$ cat src/rtl/interleave_pkg.sv
package interleave_pkg;

  typedef enum logic [1:0] {
    RATE_X1     = 2'b00,
    RATE_X2     = 2'b01,
    RATE_X4     = 2'b10,
    RATE_X1_ALT = 2'b11
  } rate_e;

  localparam int unsigned MAX_LOG = 2;
  localparam int unsigned PH_W    = MAX_LOG;

  // log2 of samples per word for a rate select
  function automatic logic [1:0] rate_log2(input logic [1:0] sel);
    case (sel)
      RATE_X2: rate_log2 = 2'd1;
      RATE_X4: rate_log2 = 2'd2;
      default: rate_log2 = 2'd0;
    endcase
  endfunction

endpackage

$ cat src/rtl/phase_track.sv
module phase_track
  import interleave_pkg::*;
#(
  parameter int unsigned PW = PH_W
) (
  input  logic          clk,
  input  logic          rst,
  input  logic [1:0]    rate_sel,
  input  logic          smp_vld,
  output logic [PW-1:0] cur_phase,
  output logic          first_ph,
  output logic          last_ph
);

  logic [1:0]    sel_q;
  logic [PW-1:0] phase_q;
  logic          sel_chg;
  logic [PW-1:0] top_ph;

  assign sel_chg   = (rate_sel != sel_q);
  assign cur_phase = sel_chg ? '0 : phase_q;
  assign top_ph    = PW'((1 << rate_log2(rate_sel)) - 1);
  assign first_ph  = (cur_phase == '0);
  assign last_ph   = (cur_phase == top_ph);

  always_ff @(posedge clk) begin
    if (rst) begin
      sel_q   <= 2'b00;
      phase_q <= '0;
    end else begin
      sel_q <= rate_sel;
      if (smp_vld) phase_q <= last_ph ? '0 : cur_phase + 1'b1;
      else         phase_q <= cur_phase;
    end
  end

endmodule

$ cat src/rtl/lane_spread.sv
module lane_spread #(
  parameter int unsigned W     = 16,
  parameter int unsigned RATIO = 1,
  parameter int unsigned PW    = 2,
  localparam int unsigned LANES = W / RATIO
) (
  input  logic [LANES-1:0] lanes,
  input  logic [PW-1:0]    phase,
  output logic [W-1:0]     spread
);

  for (genvar c = 0; c < LANES; c++) begin : g_lane
    for (genvar p = 0; p < RATIO; p++) begin : g_ph
      assign spread[RATIO*c + p] = (phase == PW'(p)) & lanes[c];
    end
  end

endmodule

$ cat src/rtl/word_pack.sv
module word_pack #(
  parameter int unsigned W = 16
) (
  input  logic         clk,
  input  logic         rst,
  input  logic         smp_vld,
  input  logic         first_ph,
  input  logic         last_ph,
  input  logic [W-1:0] spread,
  output logic         word_vld,
  output logic [W-1:0] word_data
);

  logic [W-1:0] acc_q;
  logic [W-1:0] merged;

  assign merged = (first_ph ? '0 : acc_q) | spread;

  always_ff @(posedge clk) begin
    if (rst) begin
      acc_q     <= '0;
      word_vld  <= 1'b0;
      word_data <= '0;
    end else begin
      word_vld <= smp_vld & last_ph;
      if (smp_vld) begin
        acc_q <= merged;
        if (last_ph) word_data <= merged;
      end
    end
  end

endmodule

$ cat src/rtl/sample_interleaver.sv
module sample_interleaver
  import interleave_pkg::*;
#(
  parameter int unsigned WORD_W = 16
) (
  input  logic              clk,
  input  logic              rst,
  input  logic [1:0]        rate_sel,
  input  logic              smp_vld,
  input  logic [WORD_W-1:0] smp_data,
  output logic              word_vld,
  output logic [WORD_W-1:0] word_data
);

  localparam int unsigned NVAR = MAX_LOG + 1;

  logic [PH_W-1:0]   cur_phase;
  logic              first_ph, last_ph;
  logic [WORD_W-1:0] spread_v [NVAR];
  logic [WORD_W-1:0] spread_sel;

  phase_track #(.PW(PH_W)) u_phase (
    .clk(clk), .rst(rst), .rate_sel(rate_sel), .smp_vld(smp_vld),
    .cur_phase(cur_phase), .first_ph(first_ph), .last_ph(last_ph)
  );

  for (genvar k = 0; k < NVAR; k++) begin : g_rate
    localparam int unsigned R = 1 << k;
    lane_spread #(.W(WORD_W), .RATIO(R), .PW(PH_W)) u_spread (
      .lanes (smp_data[WORD_W/R-1:0]),
      .phase (cur_phase),
      .spread(spread_v[k])
    );
  end

  assign spread_sel = spread_v[rate_log2(rate_sel)];

  word_pack #(.W(WORD_W)) u_pack (
    .clk(clk), .rst(rst), .smp_vld(smp_vld),
    .first_ph(first_ph), .last_ph(last_ph), .spread(spread_sel),
    .word_vld(word_vld), .word_data(word_data)
  );

endmodule

$ cat config.mk
export PLATFORM = sky130hd
export DESIGN_NAME = sample_interleaver
export DESIGN_NICKNAME = d
export VERILOG_FILES = /design/src/rtl/interleave_pkg.sv /design/src/rtl/phase_track.sv /design/src/rtl/lane_spread.sv /design/src/rtl/word_pack.sv /design/src/rtl/sample_interleaver.sv
export SDC_FILE = /design/constraint.sdc
export NUM_CORES = 1
export LEC_CHECK = 0
export BUFFER_PORTS_ARGS = -buffer_cell sky130_fd_sc_hd__buf_4
export CORE_MARGIN = 2
export CORE_UTILIZATION = 58
export CTS_CLUSTER_SIZE = 12
export DETAILED_ROUTE_END_ITERATION = 10
export HOLD_SLACK_MARGIN = 0.15
export PLACE_DENSITY = 0.91
export SYNTH_ARGS = -nofsm -noshare
export SYNTH_HDL_FRONTEND = slang
export SYNTH_HIERARCHICAL = 1
export SYNTH_SLANG_ARGS = --single-unit
$ cat constraint.sdc
create_clock -name clk -period 2.68 [get_ports clk]
set_clock_uncertainty 0.05 [all_clocks]
set_input_delay 0.134 -clock clk [delete_from_list [all_inputs] [get_ports clk]]
set_output_delay 0.134 -clock clk [all_outputs]
set_load 0.02 [all_outputs]
==> results.py <==
metrics = {
    "routing": {
        "drtAntennaViolNets": 0,
        "wl_per_cell_um": 14.54,
        "drtIter0Drc": 128,
        "drc": 0,
        "vias": 2216,
        "wl_um": 5686,
        "firstDrtPassIters": 4,
        "vias_per_cell": 5.668,
    },
    "clock_tree": {
        "cts_buffers": 5,
        "clk_pin_slew_worst_paths_ns": 0.07,
        "root_buffer": "clkbuf_8",
        "htree_levels": 2,
        "tritoncts": "built",
        "cts_resized": 0,
        "cts_sinks": 37,
        "clk_latency_ns": 0.28,
        "max-clock-path-buffers": 2,
    },
    "synth": {
        "syn_inst": 304,
        "muxShareOfSynthArea_pct": 17.03,
        "synthXorXnorAreaFrac_pct": 1.820,
        "ys_warn_count": 6,
        "yosysSeqAreaShare_pct": 25.65,
        "synth_top_family_by_area": "simple AND/OR/NAND/NOR gates",
        "syn_area_um2": 2888,
        "avgSynthCellArea_um2": 9.499,
        "async_reset_ff_share_pct": 0,
        "ys_types": 34,
        "synthSimpleGateAreaFrac_pct": 22.92,
        "synth_edf_count": 0,
        "synthAdderAreaFrac_pct": 0.8666,
        "ys_seq_elements": 37,
        "synth_flop_cell": "dfxtp_1",
        "synth_nets": 327,
        "synth_compound_area_share_pct": 19.32,
    },
    "timing": {
        "setup_slack_ns": 0.2682,
        "hold_viol": 0,
        "slew_viol_final": 0,
        "grt_setup_unrepaired": "false",
        "maxSlewHeadroom_pct": 36.96,
        "fin_crit_sh_pct": 89.99,
        "tightest_slew_ns": 0.9456,
        "fin_tns_setup_ns": 0,
        "setup_viol": 0,
        "fmaxAchievable_mhz": 414.6,
        "min_period_ns": 2.412,
    },
    "grt": {
        "grt_pass1_wl_um": 9004,
        "gr-total-overflow": 0,
        "grt_max_degree": 55,
        "antenna_found_initial": 0,
        "grt_usage_pct": 20.72,
        "grt_pass1_vias": 1974,
    },
    "pwr": {
        "p_leak_nw": 1.357,
        "p_per_area_nw_per_um2": 449.3,
        "ir_drop_mv": 0.2563,
    },
    "final_layout": {
        "layout-drive-gt1-share_pct": 30.56,
        "diodes": 0,
        "area_growth_pct": 7.842,
        "fin_nets": 346,
        "fin_cells": 391,
        "seq_area_um2": 740.7,
        "n_fill_cell": 386,
        "multi_input_area_um2": 1789,
        "finish.utilization_pct": 65.50,
        "design_area_um2": 3114,
    },
    "floorplan": {
        "die_height_um": 74.56,
        "die_x_um": 74.56,
        "initial_core_util_pct": 60.74,
        "io_pins": 38,
        "core_um2": 4755,
        "num_rows": 25,
        "dieArea_um2": 5559,
    },
    "critical_path": {
        "rr_worst_depth": 9,
        "required_ns": 2.81,
        "r2r_end": "u_pack/word_data[0]",
        "reg2reg_from": "u_phase/sel_q[1]",
        "cp.arrival_ns": 2.54,
        "critPathKind": "input pin to register",
        "cp_max_fo": 48,
        "r2r_slack_ns": 0.49,
        "critPathLaunchType": "input pin",
        "critPathCaptureType": "register",
    },
    "job": {
        "maxCapViolations": 0,
    },
    "worst_hold_path": {
        "hold_start": "rst",
        "worstHoldPathType": "input pin to register",
        "holdPathEnd": "u_phase/sel_q[0]",
        "worstHoldPathCells": 2,
    },
    "placed_design": {
        "post-place-cells": 382,
        "dp_worst_setup_slack_ns": 0.4093,
        "gp_routability_congestion": 0.8081,
        "dp_hpwl_um": 3800,
        "place.port_buffers": 37,
        "placed_cell_area_um2": 3022,
    },
    "outcome": {
        "status": "finished clean",
    },
}
## layer usage
metal | GRT usage, % | wire, um | up-vias
met5 | 0 | 0 | -
met4 | 7.143 | 72 | 0
met3 | 2.033 | 141 | 6
met2 | 34.51 | 2675 | 43
met1 | 28.02 | 2797 | 1051
li1 | - | - | 1116
## layout make-up
cell class / instances / share of cell area, %
Tap cell: 67 / 2.692
Timing Repair Buffer: 42 / 11.01
Clock inverter: 2 / 0.3214
Multi-Input combinational cell: 217 / 57.45
Inverter: 20 / 2.411
Clock buffer: 6 / 2.330
Sequential cell: 37 / 23.78
## registers in the layout (all words and copies together) (netlist names)
register and cells:
u_pack/acc_q 16, u_pack/word_data 16, u_pack/word_vld 1, u_phase/phase_q 2, u_phase/sel_q 2
## cells by family after synthesis
group	after synthesis
AO/OA/AOI/OAI	69
XOR/XNOR	6
adder cells (fa/ha/maj)	2
buffers and inverters	50
flip-flops	37
multiplexers	49
AND/OR/NAND/NOR	91
## synth_stat cells (2+ instances only)
cell type	instances	share of area, %
a21bo_2	16	5.5
a21oi_1	33	5.7
a311oi_1	7	2.1
a311oi_2	9	4.7
and3_1	4	0.87
and3b_1	4	1.2
and3b_2	12	4.2
buf_12	4	2.8
buf_2	6	1.0
buf_4	4	1.0
buf_6	8	3.1
buf_8	2	1.0
clkbuf_1	5	0.65
dfxtp_1	37	26
ha_1	2	0.87
inv_1	20	2.6
mux2i_1	48	17
nand2_1	19	2.5
nand2b_1	17	3.7
nor2_1	2	0.26
nor2b_1	2	0.43
nor3b_1	18	4.7
nor3b_2	10	4.3
xnor2_1	4	1.2
xor2_1	2	0.61
## critical path, cell delays in order
cell	delay [ns]
dlygate4sd3_1	0.53
buf_4	0.15
xnor2_1	0.14
nand3_1	0.25
inv_1	0.12
buf_12	0.20
nor3b_1	0.26
mux2i_1	0.11
mux2i_1	0.31
inv_1	0.09
a311oi_1	0.24
## metrics by stage
step | power [W] | hold WS (ns)
finish | 0.001399 | 0.2183
global route | 0.001471 | 0.2386
CTS | 0.001405 | 0.2216
detailed placement | 0.001038 | 0.3922
global placement | 0.001021 | 0.3611
floorplan | 0.0009475 | 0.1486
## how the worst max path moves through the flow
stage / startpoint / end / depth (start not counted)
after floorplan: u_phase/sel_q[0] / u_pack/word_data[10] / 10
after global placement: rate_sel[1] / u_pack/word_data[7] / 10
after detailed placement: rate_sel[1] / u_pack/word_data[0] / 10
after CTS: rate_sel[0] / u_pack/word_data[0] / 11
after global routing: rate_sel[0] / u_pack/word_data[0] / 11
final: rate_sel[0] / u_pack/word_data[0] / 11
## layout by cell type (no fill, tap or decap), types with 4 or more instances in the layout
| cell | netlist | final |
|---|---|---|
| nand2b_1 | 17 | 17 |
| clkbuf_8 | 0 | 5 |
| a311oi_2 | 9 | 9 |
| xnor2_1 | 4 | 4 |
| a311oi_1 | 7 | 7 |
| inv_1 | 20 | 20 |
| nor3b_1 | 18 | 18 |
| mux2i_1 | 48 | 48 |
| buf_4 | 4 | 39 |
| nand2_1 | 19 | 19 |
| dfxtp_1 | 37 | 37 |
| a21bo_2 | 16 | 16 |
| and3b_1 | 4 | 4 |
| a21oi_1 | 33 | 33 |
| and3_1 | 4 | 4 |
| and3b_2 | 12 | 12 |
| nor3b_2 | 10 | 10 |
## where the power goes
group | internal (W) | switching [W]
clock | 0.000180 | 0.000190
sequential | 0.000592 | 0.0000216
combinational | 0.000188 | 0.000227
## timing repair
| item | 4_1_cts | 5_1_grt |
|---|---|---|
| endpoints found under the hold margin | 1 | 0 |
| buffers inserted | 0 | 0 |
| hold buffers | 1 | 0 |
Power figures use the tool's default switching activity.
